$ cat src/rtl/msi_ring_pkg.sv
package msi_ring_pkg;
  localparam int MIN_SHIFT = 15;
  localparam int MAX_SHIFT = 18;
  localparam int OFF_W     = MAX_SHIFT;
  localparam int REC_BYTES = 16;
  localparam int REC_W     = REC_BYTES * 8;
  localparam int SIZE_W    = 2;

  typedef enum logic [2:0] {
    RA_CTRL    = 3'd0,
    RA_BASE_HI = 3'd3,
    RA_BASE_LO = 3'd4,
    RA_RD_OFF  = 3'd5,
    RA_WR_OFF  = 3'd6,
    RA_DROPS   = 3'd7
  } reg_addr_e;

  typedef struct packed {
    logic [SIZE_W-1:0] size;
    logic              stop;
    logic              irq_en;
    logic              full_en;
    logic              en;
  } ctrl_t;

  function automatic logic [OFF_W-1:0] ring_mask(input logic [SIZE_W-1:0] sz);
    logic [OFF_W-1:0] m;
    m = {OFF_W{1'b1}} >> (2'd3 - sz);
    return m & {{(OFF_W-4){1'b1}}, 4'h0};
  endfunction
endpackage

$ cat src/rtl/msi_ring_regs.sv
module msi_ring_regs
  import msi_ring_pkg::*;
#(
  parameter int DROP_W = 16
) (
  input  logic                     clk,
  input  logic                     rst_n,
  input  logic                     reg_we,
  input  logic [2:0]               reg_addr,
  input  logic [31:0]              reg_wdata,
  output logic [31:0]              reg_rdata,
  output ctrl_t                    ctrl_o,
  output logic [63:0]              base_o,
  output logic                     rd_we_o,
  output logic [OFF_W-1:0]         rd_wdata_o,
  input  logic [OFF_W-1:0]         rd_off_i,
  input  logic [OFF_W-1:0]         wr_off_i,
  input  logic [DROP_W-1:0]        drops_i
);
  ctrl_t       ctrl_q, ctrl_d;
  logic [31:0] hi_q, hi_d, lo_q, lo_d;

  always_comb begin
    ctrl_d = ctrl_q;
    hi_d   = hi_q;
    lo_d   = lo_q;
    if (reg_we) begin
      case (reg_addr)
        RA_CTRL: begin
          ctrl_d.en      = reg_wdata[0];
          ctrl_d.full_en = reg_wdata[1];
          ctrl_d.irq_en  = reg_wdata[3];
          ctrl_d.stop    = reg_wdata[4];
          ctrl_d.size    = reg_wdata[9:8];
        end
        RA_BASE_HI: hi_d = reg_wdata;
        RA_BASE_LO: lo_d = reg_wdata;
        default: ;
      endcase
    end
  end

  always_ff @(posedge clk or negedge rst_n) begin
    if (!rst_n) begin
      ctrl_q <= '0;
      hi_q   <= '0;
      lo_q   <= '0;
    end else begin
      ctrl_q <= ctrl_d;
      hi_q   <= hi_d;
      lo_q   <= lo_d;
    end
  end

  assign rd_we_o    = reg_we && (reg_addr == RA_RD_OFF);
  assign rd_wdata_o = reg_wdata[OFF_W-1:0];
  assign ctrl_o     = ctrl_q;
  assign base_o     = {hi_q, lo_q};

  always_comb begin
    reg_rdata = '0;
    case (reg_addr)
      RA_CTRL:    reg_rdata = {22'b0, ctrl_q.size, 3'b0, ctrl_q.stop,
                               ctrl_q.irq_en, 1'b0, ctrl_q.full_en, ctrl_q.en};
      RA_BASE_HI: reg_rdata = hi_q;
      RA_BASE_LO: reg_rdata = lo_q;
      RA_RD_OFF:  reg_rdata[OFF_W-1:0] = rd_off_i;
      RA_WR_OFF:  reg_rdata[OFF_W-1:0] = wr_off_i;
      RA_DROPS:   reg_rdata[DROP_W-1:0] = drops_i;
      default:    reg_rdata = '0;
    endcase
  end

  AST_CTRL_HOLD: assert property (@(posedge clk) disable iff (!rst_n)
    !(reg_we && reg_addr == RA_CTRL) |=> $stable(ctrl_q));
endmodule

$ cat src/rtl/msi_ring_ptrs.sv
module msi_ring_ptrs
  import msi_ring_pkg::*;
(
  input  logic             clk,
  input  logic             rst_n,
  input  ctrl_t            ctrl_i,
  input  logic             adv_i,
  input  logic             sw_we_i,
  input  logic [OFF_W-1:0] sw_data_i,
  output logic [OFF_W-1:0] rd_off_o,
  output logic [OFF_W-1:0] wr_off_o,
  output logic             full_o,
  output logic             irq_o
);
  logic [OFF_W-1:0] mask, wr_q, wr_d, rd_q, rd_d, wr_m, rd_m, wr_inc, rd_inc;

  assign mask   = ring_mask(ctrl_i.size);
  assign wr_m   = wr_q & mask;
  assign rd_m   = rd_q & mask;
  assign wr_inc = (wr_m + OFF_W'(REC_BYTES)) & mask;
  assign rd_inc = (rd_m + OFF_W'(REC_BYTES)) & mask;
  assign full_o = (wr_inc == rd_m);

  always_comb begin
    wr_d = wr_q;
    rd_d = rd_q;
    if (adv_i) wr_d = wr_inc;
    if (sw_we_i)
      rd_d = sw_data_i & mask;
    else if (adv_i && full_o && !ctrl_i.stop)
      rd_d = rd_inc;
  end

  always_ff @(posedge clk or negedge rst_n) begin
    if (!rst_n) begin
      wr_q <= '0;
      rd_q <= '0;
    end else begin
      wr_q <= wr_d;
      rd_q <= rd_d;
    end
  end

  assign rd_off_o = rd_m;
  assign wr_off_o = wr_m;
  assign irq_o    = ctrl_i.en && ((ctrl_i.irq_en && (rd_m != wr_m)) ||
                                  (ctrl_i.full_en && full_o));

  AST_WR_HOLD: assert property (@(posedge clk) disable iff (!rst_n)
    !adv_i |=> $stable(wr_q));
  AST_OVERWRITE_PUSH: assert property (@(posedge clk) disable iff (!rst_n)
    (adv_i && full_o && !ctrl_i.stop && !sw_we_i) |=> !$stable(rd_q));
  AST_NO_EMPTY_AFTER_WRITE: assert property (@(posedge clk) disable iff (!rst_n)
    (adv_i && !sw_we_i) |=> ($stable(ctrl_i.size) -> (wr_off_o != rd_off_o)));
endmodule

$ cat src/rtl/msi_ring_fmt.sv
module msi_ring_fmt
  import msi_ring_pkg::*;
#(
  parameter int NUM_W  = 16,
  parameter int DROP_W = 16
) (
  input  logic              clk,
  input  logic              rst_n,
  input  ctrl_t             ctrl_i,
  input  logic [63:0]       base_i,
  input  logic [OFF_W-1:0]  wr_off_i,
  input  logic              full_i,
  input  logic              msg_valid,
  input  logic [NUM_W-1:0]  msg_num,
  output logic              msg_ready,
  output logic              mem_valid,
  output logic [63:0]       mem_addr,
  output logic [REC_W-1:0]  mem_data,
  input  logic              mem_ready,
  output logic              adv_o,
  output logic [DROP_W-1:0] drops_o
);
  typedef enum logic {ST_IDLE, ST_BUSY} state_e;

  state_e             st_q, st_d;
  logic [63:0]        addr_q, addr_d;
  logic [NUM_W-1:0]   num_q, num_d;
  logic [DROP_W-1:0]  drops_q, drops_d;
  logic               take, drop;

  assign msg_ready = (st_q == ST_IDLE);
  assign take      = msg_valid && msg_ready && ctrl_i.en;
  assign drop      = take && full_i && ctrl_i.stop;
  assign adv_o     = (st_q == ST_BUSY) && mem_ready;

  always_comb begin
    st_d    = st_q;
    addr_d  = addr_q;
    num_d   = num_q;
    drops_d = drops_q;
    case (st_q)
      ST_IDLE: begin
        if (drop) begin
          if (drops_q != {DROP_W{1'b1}}) drops_d = drops_q + 1'b1;
        end else if (take) begin
          addr_d = base_i + 64'(wr_off_i);
          num_d  = msg_num;
          st_d   = ST_BUSY;
        end
      end
      ST_BUSY: if (mem_ready) st_d = ST_IDLE;
      default: st_d = ST_IDLE;
    endcase
  end

  always_ff @(posedge clk or negedge rst_n) begin
    if (!rst_n) begin
      st_q    <= ST_IDLE;
      addr_q  <= '0;
      num_q   <= '0;
      drops_q <= '0;
    end else begin
      st_q    <= st_d;
      addr_q  <= addr_d;
      num_q   <= num_d;
      drops_q <= drops_d;
    end
  end

  assign mem_valid = (st_q == ST_BUSY);
  assign mem_addr  = addr_q;
  assign mem_data  = {{(REC_W-NUM_W){1'b0}}, num_q};
  assign drops_o   = drops_q;

  AST_REQ_STABLE: assert property (@(posedge clk) disable iff (!rst_n)
    (mem_valid && !mem_ready) |=> (mem_valid && $stable(mem_addr) && $stable(mem_data)));
  AST_NO_ACCEPT_BUSY: assert property (@(posedge clk) disable iff (!rst_n)
    mem_valid |-> !msg_ready);
  AST_DROP_NO_REQ: assert property (@(posedge clk) disable iff (!rst_n)
    drop |=> !mem_valid);
  AST_DISABLED_NO_REQ: assert property (@(posedge clk) disable iff (!rst_n)
    (msg_valid && msg_ready && !ctrl_i.en) |=> !mem_valid);
endmodule

$ cat src/rtl/msi_ring_writer.sv
module msi_ring_writer
  import msi_ring_pkg::*;
#(
  parameter int NUM_W  = 16,
  parameter int DROP_W = 16
) (
  input  logic              clk,
  input  logic              rst_n,
  input  logic              reg_we,
  input  logic [2:0]        reg_addr,
  input  logic [31:0]       reg_wdata,
  output logic [31:0]       reg_rdata,
  input  logic              msg_valid,
  input  logic [NUM_W-1:0]  msg_num,
  output logic              msg_ready,
  output logic              mem_valid,
  output logic [63:0]       mem_addr,
  output logic [REC_W-1:0]  mem_data,
  input  logic              mem_ready,
  output logic              irq
);
  ctrl_t              ctrl;
  logic [63:0]        base;
  logic               rd_we, adv, full;
  logic [OFF_W-1:0]   rd_wdata, rd_off, wr_off;
  logic [DROP_W-1:0]  drops;

  msi_ring_regs #(.DROP_W(DROP_W)) u_regs (
    .clk, .rst_n, .reg_we, .reg_addr, .reg_wdata, .reg_rdata,
    .ctrl_o(ctrl), .base_o(base), .rd_we_o(rd_we), .rd_wdata_o(rd_wdata),
    .rd_off_i(rd_off), .wr_off_i(wr_off), .drops_i(drops)
  );

  msi_ring_ptrs u_ptrs (
    .clk, .rst_n, .ctrl_i(ctrl), .adv_i(adv), .sw_we_i(rd_we),
    .sw_data_i(rd_wdata), .rd_off_o(rd_off), .wr_off_o(wr_off),
    .full_o(full), .irq_o(irq)
  );

  msi_ring_fmt #(.NUM_W(NUM_W), .DROP_W(DROP_W)) u_fmt (
    .clk, .rst_n, .ctrl_i(ctrl), .base_i(base), .wr_off_i(wr_off),
    .full_i(full), .msg_valid, .msg_num, .msg_ready, .mem_valid,
    .mem_addr, .mem_data, .mem_ready, .adv_o(adv), .drops_o(drops)
  );

  AST_IRQ_GATED: assert property (@(posedge clk) disable iff (!rst_n)
    !ctrl.en |-> !irq);
  AST_WR_STEP: assert property (@(posedge clk) disable iff (!rst_n)
    (mem_valid && mem_ready && !(reg_we && reg_addr == RA_CTRL)) |=>
      (wr_off == (($past(wr_off) + OFF_W'(REC_BYTES)) & ring_mask(ctrl.size))));
  AST_OFF_ALIGNED: assert property (@(posedge clk) disable iff (!rst_n)
    (wr_off[3:0] == 4'h0) && (rd_off[3:0] == 4'h0));
endmodule

$ cat config.mk
export PLATFORM = sky130hd
export DESIGN_NAME = msi_ring_writer
export DESIGN_NICKNAME = d
export VERILOG_FILES = /design/src/rtl/msi_ring_pkg.sv /design/src/rtl/msi_ring_regs.sv /design/src/rtl/msi_ring_ptrs.sv /design/src/rtl/msi_ring_fmt.sv /design/src/rtl/msi_ring_writer.sv
export SDC_FILE = /design/constraint.sdc
export NUM_CORES = 1
export LEC_CHECK = 0
export ABC_CLOCK_PERIOD_IN_PS = 4000
export BUFFER_PORTS_ARGS = -buffer_cell sky130_fd_sc_hd__buf_2
export CAP_MARGIN = 20
export CORE_MARGIN = 2
export CORE_UTILIZATION = 45
export CTS_BUF_LIST = sky130_fd_sc_hd__clkbuf_8
export DETAILED_ROUTE_END_ITERATION = 8
export HOLD_SLACK_MARGIN = 0.02
export PLACE_DENSITY = 0.77
export RECOVER_POWER = 100
export SYNTH_ARGS = -nofsm -noshare
export SYNTH_HDL_FRONTEND = slang
export SYNTH_SLANG_ARGS = --single-unit
$ cat constraint.sdc
create_clock -name clk -period 4 [get_ports clk]
set_input_delay 0.8 -clock clk [delete_from_list [all_inputs] [get_ports clk]]
set_output_delay 0.8 -clock clk [all_outputs]
set_load 0.02 [all_outputs]
# Word level (Yosys, flattened, before mapping)
# Cells that the tools add are included.
[word_totals]
ff_bits = 203
inputBits = 56
[classes]
addsub = 5
eq_ne = 8
shifts = 1
mux = 9
n_bitwise = 7
reduce_logical = 20
[op_table]
columns = ["cell", "n"]
rows = [
  ["16-bit one-hot mux with 6 select lines", 1],
  ["18-bit AND", 5],
  ["64-bit by 18-bit adder with 64-bit output", 1],
  ["18-bit by 5-bit adder with 18-bit output, second input constant", 2],
  ["18-bit 2-to-1 mux", 2],
  ["14-bit one-hot mux with 2 select lines", 1],
  ["18-bit == test", 1],
  ["18-bit inequality test", 1],
  ["18-bit by 2-bit >> shifter with 18-bit output, first input constant", 1],
  ["16-bit by 1-bit adder with 16-bit output, second input constant", 1],
  ["16-bit inequality test, second input constant", 1],
  ["3-bit == test, second input constant", 4],
  ["1-bit logical AND", 11],
  ["2-bit one-hot mux with 4 select lines", 1],
  ["2-bit AND reduction", 3],
  ["3-bit AND reduction", 2],
  ["3-bit by 2-bit == test with 1-bit output, second input constant", 1],
  ["3-bit logical NOT", 1],
  ["1-bit 2-to-1 mux", 3],
  ["1-bit inverter", 2],
  ["1-bit one-hot mux with 2 select lines", 1],
  ["2-bit nonzero test", 1],
  ["2-bit subtractor, first input constant", 1],
  ["1-bit logical NOT", 1],
  ["1-bit logical OR", 1],
]

# Depth between registers and ports, before layout
# Gate-level depths: netlist of run 1.
[depth]
ltp_word = 10
mapped_depth = 13
ltp_nobuf = 11

# By module
# A second synthesis of run 1 with hierarchy kept.
[unflattened]
cells_unflattened = 1355
hier_area_um2 = 13025.0
[by_module_without_submodules]
columns = ["mod", "instances", "cells_each", "area_each_um2", "seq_area_each_um2"]
rows = [
  ["msi_ring_fmt", 1, 758, 6601.3, 2427.3],
  ["msi_ring_regs", 1, 282, 3782.4, 1751.7],
  ["msi_ring_ptrs", 1, 315, 2641.3, 700.7],
]

# Worst setup path after synthesis of run 1
# OpenSTA, ideal clock, no wires.
[synth_timing]
path_type = "in2out"
startpoint = "input port reg_addr[0]"
endpoint = "output port reg_rdata[4]"
t_arrival_ns = 2.500
required_time_ns = 3.200
path_slack_ns = 0.700
stages = 5
cell_sequence = "clkbuf_1 > clkbuf_1 > mux4_1 > nand2_1 > o21ai_0"
[synth_between]
elab_chain_cells = 2
[synth_rtl]
columns = ["element", "line_no", "rtl"]
rows = [
  ["start: declaration", "msi_ring_writer.sv:10", "input logic [2:0] reg_addr,"],
  ["3-bit == test, or another cell as far along", "msi_ring_regs.sv:62", "case (reg_addr)"],
  ["16-bit one-hot mux with 6 select lines *", "msi_ring_regs.sv:62", ""],
  ["end: declaration", "msi_ring_writer.sv:12", "output logic [31:0] reg_rdata,"],
]
# Mark *: on every way between the ends. The rest lies on a longest branch, timed or not.

# Worst setup path after layout of run 1
[layout_timing]
startpoint = "input port reg_addr[0]"
endpoint = "output port reg_rdata[19]"
[layout_between]
elab_chain_cells = 2
[layout_rtl]
columns = ["element", "line_no"]
rows = [
  ["3-bit == test / 3-bit by 2-bit == test with 1-bit output (equally long branches)", "msi_ring_regs.sv:62"],
  ["14-bit one-hot mux with 2 select lines *", "msi_ring_regs.sv:62"],
]
# Marked as above.

==> impl_metrics.csv, run 1 <==
group,metric,value,unit
hold_path,min_to,"u_fmt.mem_addr[15]",
setup_path,cp_max_fo,19,
place,numPortBuffers,170,
floorplan,die_y,164.0,um
clock_network,clk_pin_slew_worst_paths,110,ps
detailed_routing,drt_pass1_iterations,5,
floorplan,num_io_pins,283,
pwr,p_leak,5.523,nW
finish,postLayoutCoreUtil,49.93,%
global_route,grt_usage,22.75,%
yosys,synth.avg_cell_area,10.20,um^2
global_route,grt_overflow,0,
pwr,irDropWorstVdd,0.3244,mV
yosys,synth_flop_cell,"dfrtp_1",
yosys,synth_cell_types,71,
hold_path,hold_path_class,"flip-flop to flip-flop",
setup_path,crit_required,3200,ps
detailed_routing,vias_per_cell,5.349,
place,place.gp.congestion,0.9064,
floorplan,fp.dieW,164.0,um
global_route,grt_pass1_vias,8256,
setup_path,crit_type,"primary input to output port",
clock_network,numCtsBuffers,17,
setup_path,regToRegSetupSlack,250,ps
yosys,synth_xor_area_share,8.513,%
detailed_routing,routed_wl,30650,um
setup_path,max_stage_delay,830,ps
detailed_routing,drt-initial-drc-count,726,
timing,tns,0,ps
global_route,grt_max_degree,95,
timing,setup_viol,0,
hold_path,min_path_cells,2,
detailed_routing,drt-wirelength-per-cell,18.77,um
setup_path,r2r-start,"u_regs.ctrl_o[5]",
pwr,p_comb_share,36.0,%
yosys,synth_top_family_by_area,"simple AND/OR/NAND/NOR gates",
job,maxCapViolCount,1,
pwr,p_int,4.088,mW
setup_path,arrival,3010,ps
yosys,synth_seq_cells,195,
pwr,power.density,568.6,nW/um^2
pwr,netSwitchingFraction,42.82,%
finish,drive_above_1_share,16.97,%
yosys,synth-compound-area-share,10.17,%
outcome,violations,"max-capacitance violations, max-slew violations",
finish,final_area,12570,um^2
floorplan,die-area,26900,um^2
finish,area_delta_synth_final,9.111,%
place,dpl_cell_area,12340,um^2
setup_path,endpoint_kind,"output port",
timing,worstMarginPinSlew,2491,ps
timing,fmax,262.2,MHz
floorplan,coreArea,25180,um^2
finish,finalNetCount,1363,
clock_network,cts_buffer_depth,2,
yosys,synthAdderAreaFrac,2.020,%
clock_network,cts_root_buf,"clkbuf_8",
yosys,synth_edf_count,0,
global_route,antenna_found_initial,1,
setup_path,reg2reg_depth,12,
yosys,yosys_warnings,0,
timing,clock_skew,15.57,ps
yosys,synthMuxAreaShare,11.79,%
detailed_routing,ant_nets,0,
yosys,synth_top_area_cell,"dfrtp_1",
place,dp_hpwl,23370,um
timing,hold_viol,0,
floorplan,start_util,45.76,%
clock_network,cts_max_level,4,
yosys,synth_seq_area_share,42.35,%
setup_path,worstPathCellList,"buf_2 > nor2_1 > clkbuf_1 > and2_0 > a22o_1 > clkbuf_1",
detailed_routing,drc_errors,0,
timing,rsz0062_at_grt,"false",
timing,slew_violations,94,
pwr,clkPwrFrac,19.8,%
global_route,grt_pass1_wl,46440,um
detailed_routing,num_vias,8735,
setup_path,cp-start-kind,"primary input",
yosys,async_flop_share,100.0,%
clock_network,cts_tree,"yes",
clock_network,cts.sinks,195,
pwr,p_sw,3.061,mW
floorplan,num_rows,58,
timing,relSlewSlack,-66.07,%
pwr,p_seq_share,44.1,%
yosys,synth_top_area_share,42.35,%
clock_network,clock_latency,490,ps
yosys,syn_inst,1130,
yosys,syn-cell-area,11520,um^2
setup_path,crit_slowest_cell,"and2_0",
yosys,yosys.area_share.simple,14.91,%
setup_path,r2r-end,"u_fmt.mem_addr[43]",
timing,final.period_utilization,95.36,%
yosys,synth.area.top_cells,"dfrtp_1 42%, buf_4 7.6%, mux2_2 6.7%, nand2_1 4.7%, xnor2_1 4.3%",
timing,period_minus_slack,3814,ps
hold_path,hp-start,"u_fmt.mem_addr[15]",
outcome,status,"finished with violations",
setup_path,critPathMostFrequentCell,"clkbuf_1",
-- cells in the final DEF (no fill, tap or decap), drive strengths merged, types with 9 or more instances in the layout --
master / netlist / final
nor3: 19 / 19
nand3: 44 / 44
ha: 17 / 17
clkbuf: 26 / 146
and2: 10 / 10
o21ai: 94 / 94
nand4: 22 / 22
a21oi: 18 / 18
xor2: 55 / 55
nor2: 31 / 31
and3: 22 / 22
xnor2: 57 / 57
dfrtp: 195 / 195
buf: 142 / 68
mux4: 12 / 12
nor4: 9 / 9
nand2: 145 / 145
conb: 1 / 112
a22o: 28 / 28
mux2: 91 / 91
inv: 12 / 17
-- flip-flops by register name, summed over array words and instances, names as in the netlist --
| register | cells |
|---|---|
| u_fmt.drops_o | 16 |
| u_ptrs.rd_q | 14 |
| u_regs.ctrl_o | 6 |
| u_regs.hi_q | 32 |
| u_fmt.mem_valid | 1 |
| u_fmt.mem_addr | 64 |
| u_regs.lo_q | 32 |
| u_ptrs.wr_q | 14 |
| u_fmt.num_q | 16 |
-- worst max path at each step --
stage	startpoint	endpoint	slack, ps	cells past startpoint
6_report	reg_addr[0]	reg_rdata[19]	190	6
5_1_grt	u_ptrs.wr_q[11]	irq	20	8
4_1_cts	u_ptrs.wr_q[4]	irq	80	9
3_5_place_dp	reg_addr[0]	reg_rdata[24]	550	6
3_3_place_gp	u_ptrs.wr_q[4]	irq	600	9
2_1_floorplan	reg_addr[0]	reg_rdata[4]	700	5
-- cells in the mapped netlist (4+ instances only) --
cell / count
dfrtp_1: 195
buf_2: 13
nand4_1: 20
nor2b_1: 8
nand3_2: 4
mux4_2: 11
nor4_1: 5
nand2b_1: 4
buf_6: 6
nand3_1: 40
mux2i_1: 6
xor2_1: 55
ha_1: 17
nor2_1: 31
xnor2_1: 57
a21oi_1: 18
a22oi_1: 7
mux2_2: 69
or2_2: 4
buf_4: 117
a21o_1: 6
inv_1: 12
a22o_1: 28
and2_1: 8
o21ai_1: 12
and3_1: 21
and4_1: 6
nand2_1: 144
o21ai_0: 82
clkbuf_1: 26
o211ai_1: 4
mux2_1: 22
nor3_1: 17
buf_1: 6
-- layout make-up --
type,instances,area (um^2)
Antenna cell,1,2.502
Clock buffer,17,234.0
Clock inverter,15,216.5
Fill cell,2331,12610
Inverter,12,45.04
Multi-Input combinational cell,866,5878
Sequential cell,195,4885
Tap cell,330,412.9
Timing Repair Buffer,197,898.4
-- logic make-up (layout without fill, tap and decap cells) --
kind of cell | count (synthesis) | in the layout
xor gates and xnor gates | 112 | 112
buffers and inverters | 180 | 241
DFF | 195 | 195
and+or+nand+nor | 334 | 334
muxes | 109 | 109
other | 1 | 113
adders and majority gates | 18 | 18
AOI/OAI and AO/OA | 181 | 181
-- stage by stage --
| step | total power, mW | hold WS (ps) | std cells | setup slack [ps] |
|---|---|---|---|---|
| 2_1_floorplan | 4.991 | 457.5 | 1241 | 700.2 |
| 3_3_place_gp | 5.847 | 457.2 | 1600 | 601.6 |
| 3_5_place_dp | 5.914 | 466.0 | 1600 | 554.4 |
| 4_1_cts | 7.327 | 376.5 | 1632 | 78.87 |
| 5_1_grt | 7.626 | 480.6 | 1633 | 19.58 |
| 6_report | 7.149 | 485.7 | 1633 | 185.6 |
-- critical path: cells and delay by family --
kind	cells	cell delay [ps]
simple gates	2	990
buf+inv	3	970
compound gates	1	240
-- power by group through the flow --
stage	sequential, mW	clock, mW	combinational (mW)
3_5_place_dp	3.18	0	2.73
2_1_floorplan	3.49	0	1.50
5_1_grt	3.25	1.53	2.84
4_1_cts	3.14	1.44	2.74
3_3_place_gp	3.16	0	2.69
6_report	3.16	1.42	2.58
-- per-layer routing --
metal / GRT usage (%) / wire [um] / up-vias
met1: 30.16 / 12760 / 4272
met2: 36.86 / 14800 / 364
met3: 4.874 / 2147 / 54
li1: - / - / 4045
met4: 8.134 / 943 / 0
met5: 0 / 0 / -
-- what timing repair did --
| action | CTS | global route |
|---|---|---|
| gates resized for setup | 0 | 6 |
| endpoints found under the setup margin | 0 | 1 |
| hold buffers | 0 | 0 |
| setup buffers | 0 | 0 |
(Power assumes the default switching activity.)
==> run 2: changes to the inputs <==
--- a/config.mk
+++ b/config.mk
@@ -6,8 +6,9 @@
 export NUM_CORES = 1
 export LEC_CHECK = 0
 export ABC_CLOCK_PERIOD_IN_PS = 4000
-export BUFFER_PORTS_ARGS = -buffer_cell sky130_fd_sc_hd__buf_2
+export BUFFER_PORTS_ARGS = -buffer_cell sky130_fd_sc_hd__buf_4
 export CAP_MARGIN = 20
+export CORE_ASPECT_RATIO = 2
 export CORE_MARGIN = 2
 export CORE_UTILIZATION = 45
 export CTS_BUF_LIST = sky130_fd_sc_hd__clkbuf_8
==> impl_metrics.csv, run 2 (same netlist as run 1, synthesis figures left out) <==
group,metric,value,unit
timing,rsz0062_at_grt,"false",
global_route,grt_usage,25.73,%
detailed_routing,drt-initial-drc-count,657,
pwr,irDropWorstVdd,0.2206,mV
place,place.gp.congestion,1.005,
clock_network,cts_max_level,4,
place,numPortBuffers,170,
detailed_routing,drt_pass1_iterations,5,
timing,hold_slack,486.2,ps
pwr,clkPwrFrac,18.2,%
finish,finalNetCount,1370,
global_route,antenna_found_initial,1,
global_route,grt_pass1_wl,51280,um
timing,period_minus_slack,3939,ps
finish,mostFrequentLayoutCell,"dfrtp_1",
global_route,grt_overflow,0,
setup_path,crit_type,"primary input to output port",
floorplan,die_y,230.3,um
timing,clock_skew,16.35,ps
pwr,finalPower,7.182,mW
setup_path,crit_slowest_cell,"clkbuf_1",
clock_network,clk_pin_slew_worst_paths,90,ps
detailed_routing,ant_nets,0,
detailed_routing,num_vias,8929,
floorplan,start_util,45.84,%
detailed_routing,vias_per_cell,5.425,
outcome,status,"finished with violations",
timing,fmax,253.9,MHz
place,dp_hpwl,26550,um
global_route,grt_pass1_vias,8977,
hold_path,hold_path_class,"flip-flop to flip-flop",
timing,worstMarginPinSlew,2421,ps
floorplan,die-area,26980,um^2
clock_network,numCtsBuffers,17,
finish,drive_above_1_share,18.72,%
setup_path,cp_max_fo,31,
detailed_routing,routed_wl,34190,um
pwr,p_comb_share,37.9,%
floorplan,coreArea,25140,um^2
global_route,grt_max_degree,96,
setup_path,crit_required,3200,ps
timing,relSlewSlack,-61.37,%
timing,layout_setup_ws,61.47,ps
timing,tns,0,ps
timing,setup_viol,0,
floorplan,num_rows,82,
clock_network,cts.sinks,195,
pwr,p_sw,3.094,mW
job,maxCapViolCount,2,
clock_network,clock_latency,500,ps
timing,final.period_utilization,98.46,%
pwr,p_seq_share,43.9,%
setup_path,endpoint_kind,"output port",
floorplan,num_io_pins,283,
pwr,p_int,4.089,mW
setup_path,worstPathCellList,"clkbuf_1 > clkbuf_1 > nand4b_1 > o21ai_0 > nand2_1 > o21ai_0 > clkbuf_2",
clock_network,cts_root_buf,"clkbuf_8",
setup_path,arrival,3140,ps
finish,area_delta_synth_final,10.45,%
timing,slew_violations,128,
clock_network,hold_buffers,0,
setup_path,cp-start-kind,"primary input",
clock_network,cts_buffer_depth,2,
pwr,p_leak,5.652,nW
clock_network,cts_tree,"yes",
place,post-place-ws,542.1,ps
finish,largest_reg_flops,64,
timing,hold_viol,0,
finish,layout_common_cells,"189 x dfrtp_1, 144 x nand2_1, 112 x conb_1, 99 x clkbuf_1, 89 x o21ai_0",
setup_path,max_stage_delay,1220,ps
pwr,power.density,564.4,nW/um^2
floorplan,fp.dieW,117.2,um
detailed_routing,drt-wirelength-per-cell,20.77,um
pwr,netSwitchingFraction,43.07,%
outcome,violations,"max-capacitance violations, max-slew violations",
detailed_routing,drc_errors,0,
-- run 2: cell types whose count changed in the layout (fill, tap and decap cells not counted), moves of 2 or more --
| cell | delta |
|---|---|
| clkbuf_1 | -17 |
| dfrtp_1 | -2 |
| clkinv_8 | -5 |
| inv_1 | +4 |
| buf_4 | +60 |
| inv_8 | -2 |
| dfrtp_2 | +2 |
| clkinvlp_4 | +2 |
| buf_2 | -53 |
| clkbuf_2 | +18 |
-- run 2: final cells by class --
cell class	instances	area, um^2
inverter	12	45.04
multi-input combinational	866	5894
antenna	1	2.502
sequential	195	4887
clock buffer	18	247.7
fill	2379	12410
tap	336	420.4
timing repair buffer	204	1090
clock inverter	14	138.9
-- run 2: power by group through the flow --
stage                     registers, mW  clock network, mW  logic (mW)
after global routing               3.23               1.40        2.94
after CTS                          3.15               1.34        3.13
final                              3.15               1.31        2.72
after detailed placement           3.19                  0        3.12
after floorplan                    3.49                  0        1.50
after global placement             3.16                  0        3.07
-- run 2: worst paths after layout --
check                                   start                  to  slack [ps]  cells after the start
min in group asynchronous               rst_n   u_fmt.drops_o[12]         990                      1
min                        u_fmt.mem_addr[16]  u_fmt.mem_addr[16]         490                      2
max reg2reg                    u_ptrs.wr_q[4]  u_fmt.mem_addr[17]         290                     10
max in group asynchronous               rst_n  u_fmt.mem_addr[59]         680                      2
max                               reg_addr[2]       reg_rdata[17]          60                      7
min reg2reg                u_fmt.mem_addr[16]  u_fmt.mem_addr[16]         490                      2
-- run 2: what timing repair did --
action	in CTS	in global routing
pin swaps	0	1
setup endpoints to repair	1	1
setup buffers	0	0
resized for setup	2	8
-- run 2: stage by stage --
step	instance area, um^2	utilization, %	std cells
3_5_place_dp	12820	51.02	1613
3_3_place_gp	12820	51.02	1613
4_1_cts	13220	52.57	1645
2_1_floorplan	11940	-	1241
5_1_grt	12730	50.63	1646
6_report	12730	50.63	1646
-- run 2: per-layer routing --
metal,global-route usage [%],vias to the layer above,part of all wire (%)
met3,2.820,100,4.6
met1,27.17,4352,34
li1,-,4055,-
met2,46.07,422,54
met5,0,-,0
met4,17.76,0,6.9
-- run 2: worst max-delay path: cells and delay by family --
| family | cells | cell delay [ps] |
|---|---|---|
| buffers and inverters | 3 | 1620 |
| AND/OR/NAND/NOR | 2 | 360 |
| AO/OA/AOI/OAI | 2 | 340 |
==> run 3: changes to the inputs <==
--- a/config.mk
+++ b/config.mk
@@ -7,12 +7,12 @@
 export LEC_CHECK = 0
 export ABC_CLOCK_PERIOD_IN_PS = 4000
 export BUFFER_PORTS_ARGS = -buffer_cell sky130_fd_sc_hd__buf_4
-export CAP_MARGIN = 20
 export CORE_ASPECT_RATIO = 2
 export CORE_MARGIN = 2
 export CORE_UTILIZATION = 45
 export CTS_BUF_LIST = sky130_fd_sc_hd__clkbuf_8
 export DETAILED_ROUTE_END_ITERATION = 8
+export GPL_TIMING_DRIVEN = 0
 export HOLD_SLACK_MARGIN = 0.02
 export PLACE_DENSITY = 0.77
 export RECOVER_POWER = 100
==> impl_metrics.csv, run 3 (same netlist as run 1, synthesis figures left out) <==
group,metric,value,unit
pwr,p_int,4.128,mW
timing,slew_violations,85,
finish,regArea,4882,um^2
setup_path,reg2reg_depth,10,
pwr,netSwitchingFraction,43.48,%
outcome,status,"finished with violations",
pwr,p_leak,6.248,nW
place,dp_hpwl,29290,um
floorplan,die_y,230.3,um
setup_path,endpoint_kind,"output port",
floorplan,die-area,26980,um^2
finish,final_area,13640,um^2
place,numPortBuffers,169,
pwr,p_seq_share,42.8,%
finish,final_cells,1784,
global_route,grt_max_degree,112,
timing,final.period_utilization,98.58,%
setup_path,r2r-end,"u_fmt.mem_addr[1]",
clock_network,cts_max_level,4,
timing,layout_setup_ws,56.85,ps
timing,setup_viol,0,
clock_network,cts_root_buf,"clkbuf_8",
place,post-place-ws,-494.4,ps
detailed_routing,drt_pass1_iterations,7,
place,place.gp.congestion,0.9884,
job,maxCapViolCount,1,
setup_path,cp_max_fo,9,
finish,multi_input_area,5912,um^2
finish,postLayoutCoreUtil,54.28,%
clock_network,hold_buffers,0,
setup_path,crit_type,"flip-flop to output port",
pwr,irDropWorstVdd,0.2168,mV
finish,n_fill_cell,2364,
pwr,clkPwrFrac,17.4,%
place,placed_cells,1748,
timing,hold_viol,0,
global_route,grt_usage,27.21,%
pwr,power.density,535.3,nW/um^2
detailed_routing,drt-wirelength-per-cell,20.46,um
hold_path,hp-start,"mem_ready",
floorplan,fp.dieW,117.2,um
pwr,finalPower,7.303,mW
hold_path,min_to,"u_fmt.mem_valid",
detailed_routing,drc_errors,0,
pwr,p_sw,3.176,mW
finish,drive_above_1_share,23.67,%
hold_path,hold_path_class,"primary input to flip-flop",
finish,mostFrequentLayoutCell,"dfrtp_1",
detailed_routing,vias_per_cell,5.292,
detailed_routing,drt-initial-drc-count,642,
timing,tns,0,ps
clock_network,cts_buffer_depth,2,
timing,hold_slack,469.4,ps
timing,relSlewSlack,-47.88,%
detailed_routing,ant_nets,0,
outcome,violations,"max-capacitance violations, max-slew violations",
global_route,grt_pass1_wl,53740,um
floorplan,num_io_pins,283,
place,dpl_cell_area,13680,um^2
finish,layout_common_cells,"193 x dfrtp_1, 174 x buf_4, 144 x nand2_1, 134 x clkbuf_1, 112 x conb_1",
floorplan,num_rows,82,
finish,area_delta_synth_final,18.42,%
global_route,grt_overflow,0,
clock_network,cts.sinks,195,
detailed_routing,routed_wl,36500,um
hold_path,min_path_cells,2,
global_route,antenna_found_initial,2,
clock_network,numCtsBuffers,17,
clock_network,clk_pin_slew_worst_paths,100,ps
timing,worstMarginPinSlew,2218,ps
setup_path,crit_required,3200,ps
floorplan,start_util,45.84,%
finish,largest_reg_flops,64,
setup_path,cp-start-kind,"flip-flop",
setup_path,r2r-start,"u_ptrs.wr_q[6]",
clock_network,cts_tree,"yes",
setup_path,regToRegSetupSlack,140,ps
timing,clock_skew,14.90,ps
timing,fmax,253.6,MHz
timing,period_minus_slack,3943,ps
pwr,p_comb_share,39.7,%
setup_path,arrival,3140,ps
clock_network,clock_latency,520,ps
finish,finalNetCount,1506,
detailed_routing,num_vias,9441,
floorplan,coreArea,25140,um^2
global_route,grt_pass1_vias,9383,
run 3: layout make-up:
class                   instances  share of cell area, %
diodes                          3                0.05502
plain buffers                 166                  8.024
clock buffers                  19                  1.917
clock inverters                13                 0.7978
inverters                      12                 0.3301
multi-input cells             866                  43.33
flip-flops and latches        195                  35.78
well taps                     336                  3.081
repair buffers                174                  6.685
run 3: critical path, cell delays in order (launching register included):
cell,delay [ps]
dfrtp_1,400
buf_6,160
nand3_1,340
nor3_1,480
mux2i_1,170
a211o_4,310
nor3_4,310
nand2_1,90
a21boi_1,200
buf_4,170
run 3: what timing repair did:
action / 4_1_cts / 5_1_grt
endpoints found under the setup margin: 30 / 3
setup buffers: 2 / 1
resized for setup: 8 / 5
pin swaps: 2 / 3
run 3: routing by layer:
metal	track usage (%)	part of all wire (%)	vias to the layer above
met4	20.96	8.7	0
met5	0	0	-
met2	49.95	54	415
met3	4.217	5.5	137
li1	-	-	4329
met1	25.75	32	4560
run 3: how the worst max path moves through the flow:
stage / from / to / depth (start not counted)
after floorplan: reg_addr[0] / reg_rdata[4] / 5
after global placement: u_regs.ctrl_o[4] / u_fmt.mem_addr[45] / 12
after detailed placement: u_regs.ctrl_o[4] / u_fmt.mem_addr[45] / 12
after CTS: u_ptrs.wr_q[5] / irq / 9
after global routing: u_ptrs.wr_q[6] / irq / 9
final: u_ptrs.wr_q[6] / irq / 9
run 3: power groups by stage:
stage | logic, mW | clock network (mW) | registers [mW]
2_1_floorplan | 1.50 | 0 | 3.49
3_3_place_gp | 3.22 | 0 | 3.13
3_5_place_dp | 3.28 | 0 | 3.16
4_1_cts | 3.30 | 1.28 | 3.13
5_1_grt | 3.12 | 1.35 | 3.21
6_report | 2.90 | 1.27 | 3.13
